## src/rtl/i2c_tg_pkg.sv

```systemverilog
package i2c_tg_pkg;
    localparam int REG_W      = 16;
    localparam int SMP_W      = 3;
    localparam int STP_W      = 6;
    localparam int HSTP_W     = 3;
    localparam int NRM_SMP_LO = 8;
    localparam int NRM_STP_LO = 0;
    localparam int HS_SMP_LO  = 12;
    localparam int HS_STP_LO  = 8;
    localparam logic [1:0] HS_ON_CODE = 2'b11;

    typedef struct packed {
        logic             hs;
        logic [SMP_W-1:0] smax;
        logic [STP_W-1:0] tmax;
    } tcfg_t;
endpackage

```

## src/rtl/i2c_tg_regs.sv

```systemverilog
module i2c_tg_regs
    import i2c_tg_pkg::*;
(
    input  logic             clk,
    input  logic             rst_n,
    input  logic             wr_i,
    input  logic             sel_i,
    input  logic [REG_W-1:0] wdata_i,
    input  logic             busy_i,
    output tcfg_t            cfg_o
);
    typedef struct packed {
        logic [SMP_W-1:0]  nrm_smp;
        logic [STP_W-1:0]  nrm_stp;
        logic [SMP_W-1:0]  hs_smp;
        logic [HSTP_W-1:0] hs_stp;
        logic              hs_en;
        tcfg_t             cfg;
    } regs_t;

    regs_t q, d;

    always_comb begin
        d = q;
        // shadow reload from the programmed values while idle
        if (!busy_i) begin
            d.cfg.hs = q.hs_en;
            if (q.hs_en) begin
                d.cfg.smax = q.hs_smp;
                d.cfg.tmax = {{(STP_W-HSTP_W){1'b0}}, q.hs_stp};
            end else begin
                d.cfg.smax = q.nrm_smp;
                d.cfg.tmax = q.nrm_stp;
            end
        end
        if (wr_i) begin
            if (!sel_i) begin
                d.nrm_smp = wdata_i[NRM_SMP_LO +: SMP_W];
                d.nrm_stp = wdata_i[NRM_STP_LO +: STP_W];
            end else begin
                d.hs_smp = wdata_i[HS_SMP_LO +: SMP_W];
                d.hs_stp = wdata_i[HS_STP_LO +: HSTP_W];
                d.hs_en  = (wdata_i[1:0] == HS_ON_CODE);
            end
        end
    end

    always_ff @(posedge clk or negedge rst_n) begin
        if (!rst_n) q <= '0;
        else        q <= d;
    end

    assign cfg_o = q.cfg;

    p_cfg_frozen_r11: assert property (@(posedge clk) disable iff (!rst_n)
        busy_i |=> $stable(q.cfg));
endmodule

```

## src/rtl/i2c_tg_count.sv

```systemverilog
module i2c_tg_count
    import i2c_tg_pkg::*;
(
    input  logic             clk,
    input  logic             rst_n,
    input  logic             tick_i,
    input  logic             run_i,
    input  logic [SMP_W-1:0] smax_i,
    input  logic [STP_W-1:0] tmax_i,
    output logic             busy_o,
    output logic             half_o,
    output logic [SMP_W-1:0] samp_o,
    output logic [STP_W-1:0] step_o,
    output logic             bit_end_o
);
    typedef struct packed {
        logic             busy;
        logic             half;
        logic [SMP_W-1:0] samp;
        logic [STP_W-1:0] step;
    } cnt_t;

    cnt_t q, d;
    logic last_s, last_t;

    always_comb begin
        d      = q;
        last_s = (q.samp == smax_i);
        last_t = (q.step == tmax_i);
        bit_end_o = q.busy & tick_i & last_s & last_t & q.half;
        if (!q.busy) begin
            if (run_i) begin
                d.busy = 1'b1;
                d.half = 1'b0;
                d.samp = '0;
                d.step = '0;
            end
        end else if (tick_i) begin
            if (!last_s) begin
                d.samp = q.samp + 1'b1;
            end else begin
                d.samp = '0;
                if (!last_t) begin
                    d.step = q.step + 1'b1;
                end else begin
                    d.step = '0;
                    d.half = ~q.half;
                    if (q.half && !run_i) d.busy = 1'b0;
                end
            end
        end
    end

    always_ff @(posedge clk or negedge rst_n) begin
        if (!rst_n) q <= '0;
        else        q <= d;
    end

    assign busy_o = q.busy;
    assign half_o = q.half;
    assign samp_o = q.samp;
    assign step_o = q.step;

    p_samp_bound_r2: assert property (@(posedge clk) disable iff (!rst_n)
        q.busy |-> (q.samp <= smax_i && q.step <= tmax_i));
    p_hold_no_tick_r9: assert property (@(posedge clk) disable iff (!rst_n)
        (q.busy && !tick_i) |=> ($stable(q.samp) && $stable(q.step) && $stable(q.half) && q.busy));
    p_bit_restart_r10: assert property (@(posedge clk) disable iff (!rst_n)
        bit_end_o |=> (!q.half && q.samp == '0 && q.step == '0));
endmodule

```

## src/rtl/i2c_tg_strobe.sv

```systemverilog
module i2c_tg_strobe
    import i2c_tg_pkg::*;
(
    input  logic             clk,
    input  logic             rst_n,
    input  logic             busy_i,
    input  logic             half_i,
    input  logic [SMP_W-1:0] samp_i,
    input  logic [STP_W-1:0] step_i,
    input  logic [STP_W-1:0] tmax_i,
    input  logic             tick_i,
    input  logic             bit_end_i,
    output logic             scl_o,
    output logic             sda_chg_o,
    output logic             scl_rise_o,
    output logic             sda_smp_o,
    output logic             scl_fall_o
);
    localparam int MID_W = STP_W + 1;

    logic             live;
    logic             at_step0;
    logic [MID_W-1:0] mid_step;

    always_comb begin
        live       = busy_i & tick_i;
        at_step0   = (step_i == '0) && (samp_i == '0);
        mid_step   = ({1'b0, tmax_i} + 1'b1) >> 1;
        sda_chg_o  = live & ~half_i & at_step0;
        scl_rise_o = live &  half_i & at_step0;
        sda_smp_o  = live &  half_i & (samp_i == '0) & ({1'b0, step_i} == mid_step);
        scl_fall_o = bit_end_i;
        scl_o      = ~busy_i | half_i;
    end

    p_low_high_excl_r5: assert property (@(posedge clk) disable iff (!rst_n)
        $onehot0({sda_chg_o, scl_rise_o}));
    p_fall_in_high_r8: assert property (@(posedge clk) disable iff (!rst_n)
        scl_fall_o |-> scl_o);
endmodule

```

## src/rtl/i2c_scl_timer.sv

```systemverilog
module i2c_scl_timer
    import i2c_tg_pkg::*;
(
    input  logic             clk,
    input  logic             rst_n,
    input  logic             cfg_wr,
    input  logic             cfg_sel,
    input  logic [REG_W-1:0] cfg_wdata,
    input  logic             tick_i,
    input  logic             run_i,
    output logic             scl_o,
    output logic             sda_chg_o,
    output logic             scl_rise_o,
    output logic             sda_smp_o,
    output logic             scl_fall_o,
    output logic             hs_mode_o
);
    tcfg_t            cfg;
    logic             busy, half, bit_end;
    logic [SMP_W-1:0] samp;
    logic [STP_W-1:0] step;

    i2c_tg_regs u_regs (
        .clk(clk), .rst_n(rst_n), .wr_i(cfg_wr), .sel_i(cfg_sel),
        .wdata_i(cfg_wdata), .busy_i(busy), .cfg_o(cfg)
    );

    i2c_tg_count u_count (
        .clk(clk), .rst_n(rst_n), .tick_i(tick_i), .run_i(run_i),
        .smax_i(cfg.smax), .tmax_i(cfg.tmax), .busy_o(busy), .half_o(half),
        .samp_o(samp), .step_o(step), .bit_end_o(bit_end)
    );

    i2c_tg_strobe u_strobe (
        .clk(clk), .rst_n(rst_n), .busy_i(busy), .half_i(half),
        .samp_i(samp), .step_i(step), .tmax_i(cfg.tmax), .tick_i(tick_i),
        .bit_end_i(bit_end), .scl_o(scl_o), .sda_chg_o(sda_chg_o),
        .scl_rise_o(scl_rise_o), .sda_smp_o(sda_smp_o), .scl_fall_o(scl_fall_o)
    );

    assign hs_mode_o = cfg.hs;

    p_idle_strobes_r1: assert property (@(posedge clk) disable iff (!rst_n)
        !busy |-> !(sda_chg_o || scl_rise_o || sda_smp_o || scl_fall_o));
endmodule

```

## config.mk

```make
export PLATFORM = sky130hd
export DESIGN_NAME = i2c_scl_timer
export DESIGN_NICKNAME = d
export VERILOG_FILES = /design/src/rtl/i2c_tg_pkg.sv /design/src/rtl/i2c_tg_regs.sv /design/src/rtl/i2c_tg_count.sv /design/src/rtl/i2c_tg_strobe.sv /design/src/rtl/i2c_scl_timer.sv
export SDC_FILE = /design/constraint.sdc
export NUM_CORES = 1
export LEC_CHECK = 0
export ABC_CLOCK_PERIOD_IN_PS = 2100
export CORE_UTILIZATION = 50
export CTS_BUF_LIST = sky130_fd_sc_hd__clkbuf_4
export CTS_CLUSTER_DIAMETER = 80
export DETAILED_ROUTE_END_ITERATION = 7
export DONT_BUFFER_PORTS = 1
export PLACE_DENSITY = 0.63
export SYNTH_ARGS = -nofsm -noshare
export SYNTH_HDL_FRONTEND = slang
export SYNTH_SLANG_ARGS = --single-unit
```

## constraint.sdc

```tcl
create_clock -name clk -period 2.1 [get_ports clk]
set_clock_uncertainty 0.15 [all_clocks]
set_input_delay 0.42 -clock clk [delete_from_list [all_inputs] [get_ports clk]]
set_output_delay 0.42 -clock clk [all_outputs]
set_load 0.01 [all_outputs]
```

**Yosys cells after proc, flatten, opt, wreduce, memory -nomap -nowiden**

Index checks and enable logic that the tools add are counted.

- Register bits: 37
- Bits of input ports: 22
- Output and inout bits: 6

- Add/sub/neg operators: 3
- Equality and inequality tests: 7
- Multiplexer cells: 10
- Bitwise operators: 14
- Reductions and logical operators: 11

Operators with widths:

| operator | number |
|---|---|
| $mux W11 | 3 |
| $eq A6 B6 Y1 | 2 |
| $mux W6 | 2 |
| $and A1 B1 Y1 | 10 |
| $mux W9 | 1 |
| $add A6 B1 Y7 const B | 1 |
| $add A6 B1 Y6 const B | 1 |
| $logic_not A6 Y1 | 1 |
| $ne A2 B2 Y1 const B | 3 |
| $reduce_and A2 Y1 | 3 |
| $mux W2 | 2 |
| $reduce_and A4 Y1 | 1 |
| $add A3 B1 Y3 const B | 1 |
| $eq A3 B3 Y1 | 1 |
| $logic_not A3 Y1 | 1 |
| $mux W3 | 1 |
| $not A1 Y1 | 3 |
| $reduce_and A3 Y1 | 1 |
| $eq A2 B2 Y1 const B | 1 |
| $logic_and A1 B1 Y1 | 2 |
| $reduce_bool A2 Y1 | 1 |
| $logic_not A1 Y1 | 1 |
| $mux W1 | 1 |
| $or A1 B1 Y1 | 1 |

**Longest topological paths before layout**

Gate-level depths: netlist (run 1).

- Word-level depth: 7
- Mapped depth: 6

**Hierarchy**

A second synthesis (run 1) with hierarchy kept.

- Cell total of the unflattened synthesis: 191
- Area total of the unflattened synthesis: 2,097.0 um^2

By module, submodules not included:

| module | times used | cells each | area an instance (um^2) | seq. area each (um^2) |
|---|---|---|---|---|
| i2c_tg_regs | 1 | 87 | 1,163.6 | 650.6 |
| i2c_tg_count | 1 | 73 | 715.7 | 275.3 |
| i2c_tg_strobe | 1 | 31 | 217.7 | 0.0 |

**Least setup slack after synthesis (run 1)**

OpenSTA, ideal clock, no wires.

- Kind: register -> output
- Start: register u_count.q, in the netlist u_count.step_o[0]
- End: output scl_rise_o
- Data arrival time: 1.431 ns
- Setup slack: 0.099 ns
- Stages on the path, launching flop included: 5
- Path buffers: 0
- Cell sequence: dfrtp_1 > inv_1 > ha_1 > or4b_1 > nor4_1

- Word-level cells in the longest chain between the ends: 3

Ends and longest elaborated chain:

| item | RTL line | text |
|---|---|---|
| start, declared | i2c_tg_count.sv:23 | `cnt_t q, d;` |
| start signal, assigned | i2c_tg_count.sv:55 | `if (!rst_n) q <= '0;` |
| start signal, assigned | i2c_tg_count.sv:56 | `else q <= d;` |
| $logic_not A6 Y1 | i2c_tg_strobe.sv:27 | `at_step0 = (step_i == '0) && (samp_i == '0);` |
| $logic_and A1 B1 Y1 | i2c_tg_strobe.sv:27 |  |
| $and A1 B1 Y1 | i2c_tg_strobe.sv:30 | `scl_rise_o = live & half_i & at_step0;` |
| end, declared | i2c_scl_timer.sv:13 | `output logic scl_rise_o,` |

Every way passes these cells.

**Final worst setup path (run 1)**

- Start: register u_regs.q, in the netlist u_regs.cfg_o[0]
- End: output sda_smp_o

- Word-level cells in the longest chain between the ends: 3

Ends and longest elaborated chain:

| item | RTL line | text |
|---|---|---|
| start, declared | i2c_tg_regs.sv:21 | `regs_t q, d;` |
| start signal, assigned | i2c_tg_regs.sv:49 | `if (!rst_n) q <= '0;` |
| start signal, assigned | i2c_tg_regs.sv:50 | `else q <= d;` |
| $add A6 B1 Y7 | i2c_tg_strobe.sv:28 | `mid_step = ({1'b0, tmax_i} + 1'b1) >> 1;` |
| $eq A6 B6 Y1 | i2c_tg_strobe.sv:31 | `sda_smp_o = live & half_i & (samp_i == '0) & ({1'b0, step_i} == mid_step);` |
| $and A1 B1 Y1 | i2c_tg_strobe.sv:31 |  |
| end, declared | i2c_scl_timer.sv:14 | `output logic sda_smp_o,` |

Every way passes these cells.

==> impl_results.md, run 1 <==
* Path category of the worst min-delay check: input pin to flip-flop
* Register bit total from synthesis at 37
* Antenna violations before repair at 0
* Cell area after synthesis at roughly 0.002 mm^2
* Critical Path End Type: output port
* Layout cells sized above 1 at 0.3333
* Clock Sinks at 37
* # diodes at 0
* Post-synth top area cell: dfrtp_1
* Residual overflow from global routing at 0
* Die area at around 0.0043 mm^2
* Post-Syn Nets at 212
* Sw Pwr at roughly 1.1 mW
* Cell Int Power at between 1.5 and 2 mW
* Failing checks: negative setup slack
* TNS Setup at -0.6859 ns
* Design Power at 2.966 mW
* Largest net degree at the start of global routing at 38
* First-pass detailed-route iteration total at 4
* CP startpoint: u_regs.cfg_o[0]$_DFFE_PN0N_
* Synthesized area per cell at 10.83 um^2
* WL/cell at ~15 um
* Via count at 1450
* Dominant register cell in the synthesized netlist: dfrtp_1
* PD cells at approximately 1200 mW/mm^2
* Sequential Power Share at 0.355
* Netlist cell types at 42
* Worst-Margin Slew at slightly above 0.4 ns
* Startpoint types: flip-flop
* Placed cell area at 0.002130 mm^2
* Outcome: finished, violations left
* Commonest non-fill, non-tap cell in the layout: dfrtp_1
* Slew headroom at 0.7293
* Final #Nets at 239
* Area Overhead vs Synth at 20.16%
* Clock latency at the later pin of the worst-skew pair at 0.35 ns
* IO buf count at 0
* Yosys Warn Count at 0
* Endpoints failing hold at 0
* Comb power frac at 0.470
* Post-synthesis cell count at 185
* H-Tree Level Count at 2
* Num CTS Buffers at 5
* Ys async rst share at 1.000
* Worst endpoint required time at around 1.5 ns
* Max IR drop VDD at between 0.5 and 0.6 mV
* GR Util All Layers at 0.2025
* Drt via density at 5.556
* Placed Cells at approximately 240
* Post-layout minimum cycle time at roughly 2.3 ns
* RSZ-0062 raised after global routing: true
* HPWL after DPL at 2660 um
* Max Clk Rate at 429.3 MHz
* Reg2reg start: u_count.step_o[4]$_DFFE_PN0P_
* Total Wirelength at 3853 um
* HP Start: cfg_wdata[1]
* Seq/Total Area, Yosys at 0.4619
* Post-synth EDFFs at 0
* Worst Setup Path Type: flip-flop to output port
* First-pass GRT wire length at 6492 um
* Final ANT Viol Nets at 0
* Final worst slack at -0.2293 ns
* Core area at 0.003744 mm^2
* LEAKAGE at 1.082 nW
* Yosys top cell area share at 0.4619
* Vias in the first global route at around 1500
* Fin crit share at 1.109
* Clock power frac at 0.175
* Die height at 65.32 um
* Final core utilization at 0.6434
* GPL Wtd Cong at just over 0.8
* CTS tree: yes
* Reg clk slew, reported paths at about 0.12 ns
* Slew Limit Fails at 0
* FP Rows at 22
* Longest Clk Path Bufs at 2
* Top cells by area, synth: dfrtp_1, mux2_2, xnor2_1
* Initial DRC count at slightly above 100
* Die width at ~65 um
* Switch share at 0.3544
* Critical Path AT at roughly 1.8 ns
* Commonest non-fill, non-tap cells in the layout: dfrtp_1, buf_4, nand2_1, mux2_2, o21ai_0
* Starting Density at 0.5354
* # DRC at 0
* Number of setup violations in the final report at 5
* Final instance area at 0.002409 mm^2
* Critical path fanouts, max at 2
* Post-Layout Cell Count at approximately 260
* IO Count at 28
* Maxcap violations at 0
* CTS Root Cell: clkbuf_4
-- logic make-up (layout without fill, tap and decap cells) --
| logic type | after synthesis | after routing | synth area share |
|---|---|---|---|
| AO/OA/AOI/OAI | 32 | 32 | 0.1224 |
| XOR/XNOR | 18 | 18 | 0.07865 |
| adder cells (fa/ha/maj) | 5 | 5 | 0.03121 |
| buffers and inverters | 15 | 43 | 0.03495 |
| flip-flops | 37 | 37 | 0.4619 |
| multiplexers | 23 | 23 | 0.1248 |
| AND/OR/NAND/NOR | 55 | 55 | 0.1461 |
-- worst max-delay path: stages (launching register included) --
cell and delay [ns]:
dfrtp_1 0.40, ha_1 0.31, xor2_1 0.14, nor3_1 0.17, o21ai_1 0.11, nor3_2 0.15
buf_4 0.14
-- metrics by stage --
stage	hold slack (ns)	setup slack (ns)
CTS	0.004938	-0.3338
global route	0.03201	-0.3762
floorplan	-0.02559	0.09924
finish	0.04962	-0.2293
detailed placement	-0.02470	0.05678
global placement	-0.02467	0.07582
-- repair_timing --
action                                 CTS  global route
buffers inserted                        10             2
endpoints found under the hold margin   37             1
hold buffers                             2             1
pin swaps                                8             9
resized for setup                        9             8
setup endpoints to repair                4             6
-- layout make-up --
cell class	instances	area, um^2
Clock buffer	6	45.04
Clock inverter	2	38.79
Fill cell	306	1335
Inverter	6	22.52
Multi-Input combinational cell	133	1071
Sequential cell	37	928.4
Tap cell	48	60.06
Timing Repair Buffer	29	242.7
-- metal layers --
metal / GRT usage / share of wire / vias to the layer above
met2: 0.3544 / 0.50 / 42
li1: - / - / 708
met5: 0 / 0 / -
met4: 0.05707 / 0.010 / 0
met1: 0.2315 / 0.44 / 694
met3: 0.07118 / 0.054 / 6
-- power by group through the flow --
stage	Sequential, mW	Clock, mW	Combinational, mW
after global routing	1.08	0.559	1.53
after global placement	1.05	0	1.00
after detailed placement	1.06	0	1.04
after CTS	1.05	0.526	1.32
final	1.05	0.519	1.39
after floorplan	1.04	0	0.762
-- worst paths after layout --
| check | end | slack, ns | cells past startpoint |
|---|---|---|---|
| max | sda_smp_o | -0.23 | 6 |
| max in group asynchronous | u_count.step_o[2]$_DFFE_PN0P_ | 1.23 | 2 |
| min | u_regs.q[10]$_DFFE_PN0P_ | 0.05 | 2 |
| min in group asynchronous | u_regs.q[13]$_DFFE_PN0P_ | 0.39 | 2 |
| min reg2reg | u_regs.cfg_o[6]$_DFFE_PN0N_ | 0.36 | 2 |
| max reg2reg | u_count.busy_o$_DFF_PN0_ | 0 | 11 |
-- cell usage after synthesis, drive strengths merged, types with 2 or more instances --
cell and n:
dfrtp 37, nand2 24, mux2 16, o21ai 14, xnor2 11, mux2i 7, xor2 7, buf 6
inv 6, nand3 6, and3 5, ha 5, nor3 5, nor2 4, a22o 3, clkbuf 3
nand2b 3, o2bb2ai 3, a22oi 2, a31o 2, nor2b 2, nor4 2, o31ai 2
-- state kept, by name, summed over array words and instances (netlist names) --
name	count
u_regs.q	16
u_regs.cfg_o	10
u_count.samp_o	3
u_count.half_o	1
u_count.step_o	6
u_count.busy_o	1
No activity file was read; power rests on OpenSTA's default activity.
==> inputs of run 2 (changes only) <==
PLACE_DENSITY = default   (was 0.63)
PLACE_DENSITY_LB_ADDON = 0.08   (was default)
==> run 2 against run 1 <==
Global-route usage rose by 0.59 points. Sequential power barely moved. Highest routed layer unchanged. Largest power group unchanged. Via count is 0.48% lower. Sequential cell count is the same. Register-to-register slack worse by 0.03 ns. Wire length up 0.10%. Critical endpoint unchanged. Clock power decreased by 3%. Cell count did not move. Maximum frequency shrank 1.4%. Combinational power barely moved. The run still ends with negative setup slack left. Count of clock-buffer cells in the layout stayed put.
==> impl_results.md, run 2 (synthesis gave the netlist of run 1 again) <==
* Final ANT Viol Nets at 0
* Area taken by multi-input logic gates at 0.001065 mm^2
* GPL Wtd Cong at about 0.84
* Total Wirelength at approximately 3900 um
* Worst endpoint required time at between 1.5 and 2 ns
* Drt via density at 5.529
* Worst-Margin Slew at 0.4120 ns
* Clock latency at the later pin of the worst-skew pair at between 0.3 and 0.4 ns
* Reg clk slew, reported paths at 0.11 ns
* First-pass detailed-route iteration total at 4
* Starting Density at 0.5354
* # DRC at 0
* Hold Path Stages at 1
* First-pass GRT wire length at 6775 um
* Design Power at slightly below 3 mW
* Reg area at 928.4 um^2
* Reg2reg start: u_count.step_o[4]$_DFFE_PN0P_
* CTS Root Cell: clkbuf_4
* Post-layout minimum cycle time at 2.363 ns
* Path category of the worst min-delay check: input pin to flip-flop
* Outcome: finished, violations left
* Worst Hold End: u_regs.q[15]$_DFFE_PN0P_
* Maxcap violations at 0
* Die height at about 65 um
* Vias in the first global route at 1549
* Commonest non-fill, non-tap cells in the layout: dfrtp_1, buf_4, nand2_1, mux2_2, o21ai_0
* Critical Path AT at roughly 1.8 ns
* Layout cells sized above 1 at 0.3192
* Die width at 65.32 um
* Via count at about 1400
* Critical path fanouts, max at 2
* Max FFs per register at 16
* Number of setup violations in the final report at 5
* Startpoint types: flip-flop
* Post-Layout Cell Count at ~260
* IO Count at 28
* Clock Sinks at 37
* Fill cell count at 322
* Final #Nets at 239
* H-Tree Level Count at 2
* Slowest CP cell: dfrtp_1
* Endpoints failing hold at 0
* Placed Cells at 238
* CTS tree: yes
* Max Clk Rate at 423.2 MHz
* Commonest non-fill, non-tap cell in the layout: dfrtp_1
* TNS Setup at -0.7436 ns
* RSZ-0062 raised after global routing: true
* Area Overhead vs Synth at 19.48%
* Largest net degree at the start of global routing at 38
* FP Rows at 22
* Die area at about 0.0043 mm^2
* LEAKAGE at 1.082 nW
* IO buf count at 0
* PD cells at between 1000 and 1500 mW/mm^2
* Fin crit share at 1.125
* HP Start: cfg_wdata[13]
* Most used cell along the critical path: nor3_1
* GR Util All Layers at 0.2084
* Reg2Reg Setup Slack at -0.03 ns
* Critical Path End Type: output port
* Max IR drop VDD at roughly 0.48 mV
* Core area at 0.003744 mm^2
* Cell depth of the worst flop-to-flop path at 11
* Num CTS Buffers at 5
* CP max stage delay at approximately 0.4 ns
* Initial DRC count at 61
* WL/cell at 14.78 um
* Worst Setup Path Type: flip-flop to output port
* Slew Limit Fails at 0
* Antenna violations before repair at 0
* Final worst slack at -0.2629 ns
* Failing checks: negative setup slack
* Min Hold Slack at about 0.069 ns
* Most flop-heavy register: u_regs.q
* Slew headroom at 0.7253
* Cell chain of the critical path: ha_1, xor2_1, nor3_1, o21ai_1, nor3_1, buf_4
* Longest Clk Path Bufs at 2
* # diodes at 0
* HPWL after DPL at roughly 2600 um
* Residual overflow from global routing at 0
* Worst r2r dst: u_count.busy_o$_DFF_PN0_
## run 2: cell types whose count changed in the layout (fill, tap and decap cells not counted)
cell,before,now
and3_4,2,1
xnor2_4,0,1
and3_1,3,4
xnor2_2,3,1
xnor2_1,8,9
buf_4,24,26
nor3_1,2,3
buf_6,2,0
nor3_2,1,0
## run 2: metal layers
metal | GRT usage | share of wire
met4 | 0.06250 | 0.015
met3 | 0.05903 | 0.044
met1 | 0.2460 | 0.43
met5 | 0 | 0
met2 | 0.3647 | 0.51
## run 2: report_power, final
part,switching [mW],internal (mW)
logic,0.640,0.756
clock network,0.235,0.266
registers,0.160,0.884
total,1.04,1.91
## run 2: metrics by stage
step / worst slack [ns] / util / area [um^2]
floorplan: 0.09924 / - / 2004
global placement: 0.06424 / 0.5668 / 2122
detailed placement: 0.06440 / 0.5668 / 2122
CTS: -0.3035 / 0.6307 / 2361
global route: -0.4271 / 0.6397 / 2395
finish: -0.2629 / 0.6397 / 2395
## run 2: area by class of cell
class	instances	share of cell area
Inverter	6	0.009404
Clock buffer	6	0.01881
Timing Repair Buffer	29	0.09822
Sequential cell	37	0.3877
Multi-Input combinational cell	133	0.4446
Tap cell	48	0.02508
Clock inverter	2	0.01620
## run 2: worst max-delay path: cells and delay by family, from the launching register on
| family | cells | cell delay [ns] |
|---|---|---|
| adders and majority gates | 1 | 0.31 |
| buffers and inverters | 1 | 0.15 |
| and+or+nand+nor | 2 | 0.34 |
| DFF | 1 | 0.40 |
| AOI/OAI and AO/OA | 1 | 0.09 |
| xor gates and xnor gates | 1 | 0.16 |
## run 2: worst max-delay path by stage
stage                                        from          to  slack, ns
floorplan           u_count.step_o[0]$_DFFE_PN0P_  scl_rise_o        0.1
global placement      u_regs.cfg_o[0]$_DFFE_PN0N_   sda_smp_o       0.06
detailed placement    u_regs.cfg_o[0]$_DFFE_PN0N_   sda_smp_o       0.06
CTS                   u_regs.cfg_o[0]$_DFFE_PN0N_   sda_smp_o      -0.30
global route          u_regs.cfg_o[0]$_DFFE_PN0N_   sda_smp_o      -0.43
finish                u_regs.cfg_o[0]$_DFFE_PN0N_   sda_smp_o      -0.26
## run 2: what timing repair did
item / CTS / global route
endpoints found under the setup margin: 4 / 11
hold buffers: 2 / 1
hold endpoints to repair: 37 / 1
buffers inserted: 12 / 1
resized for setup: 9 / 5
pin swaps: 5 / 4
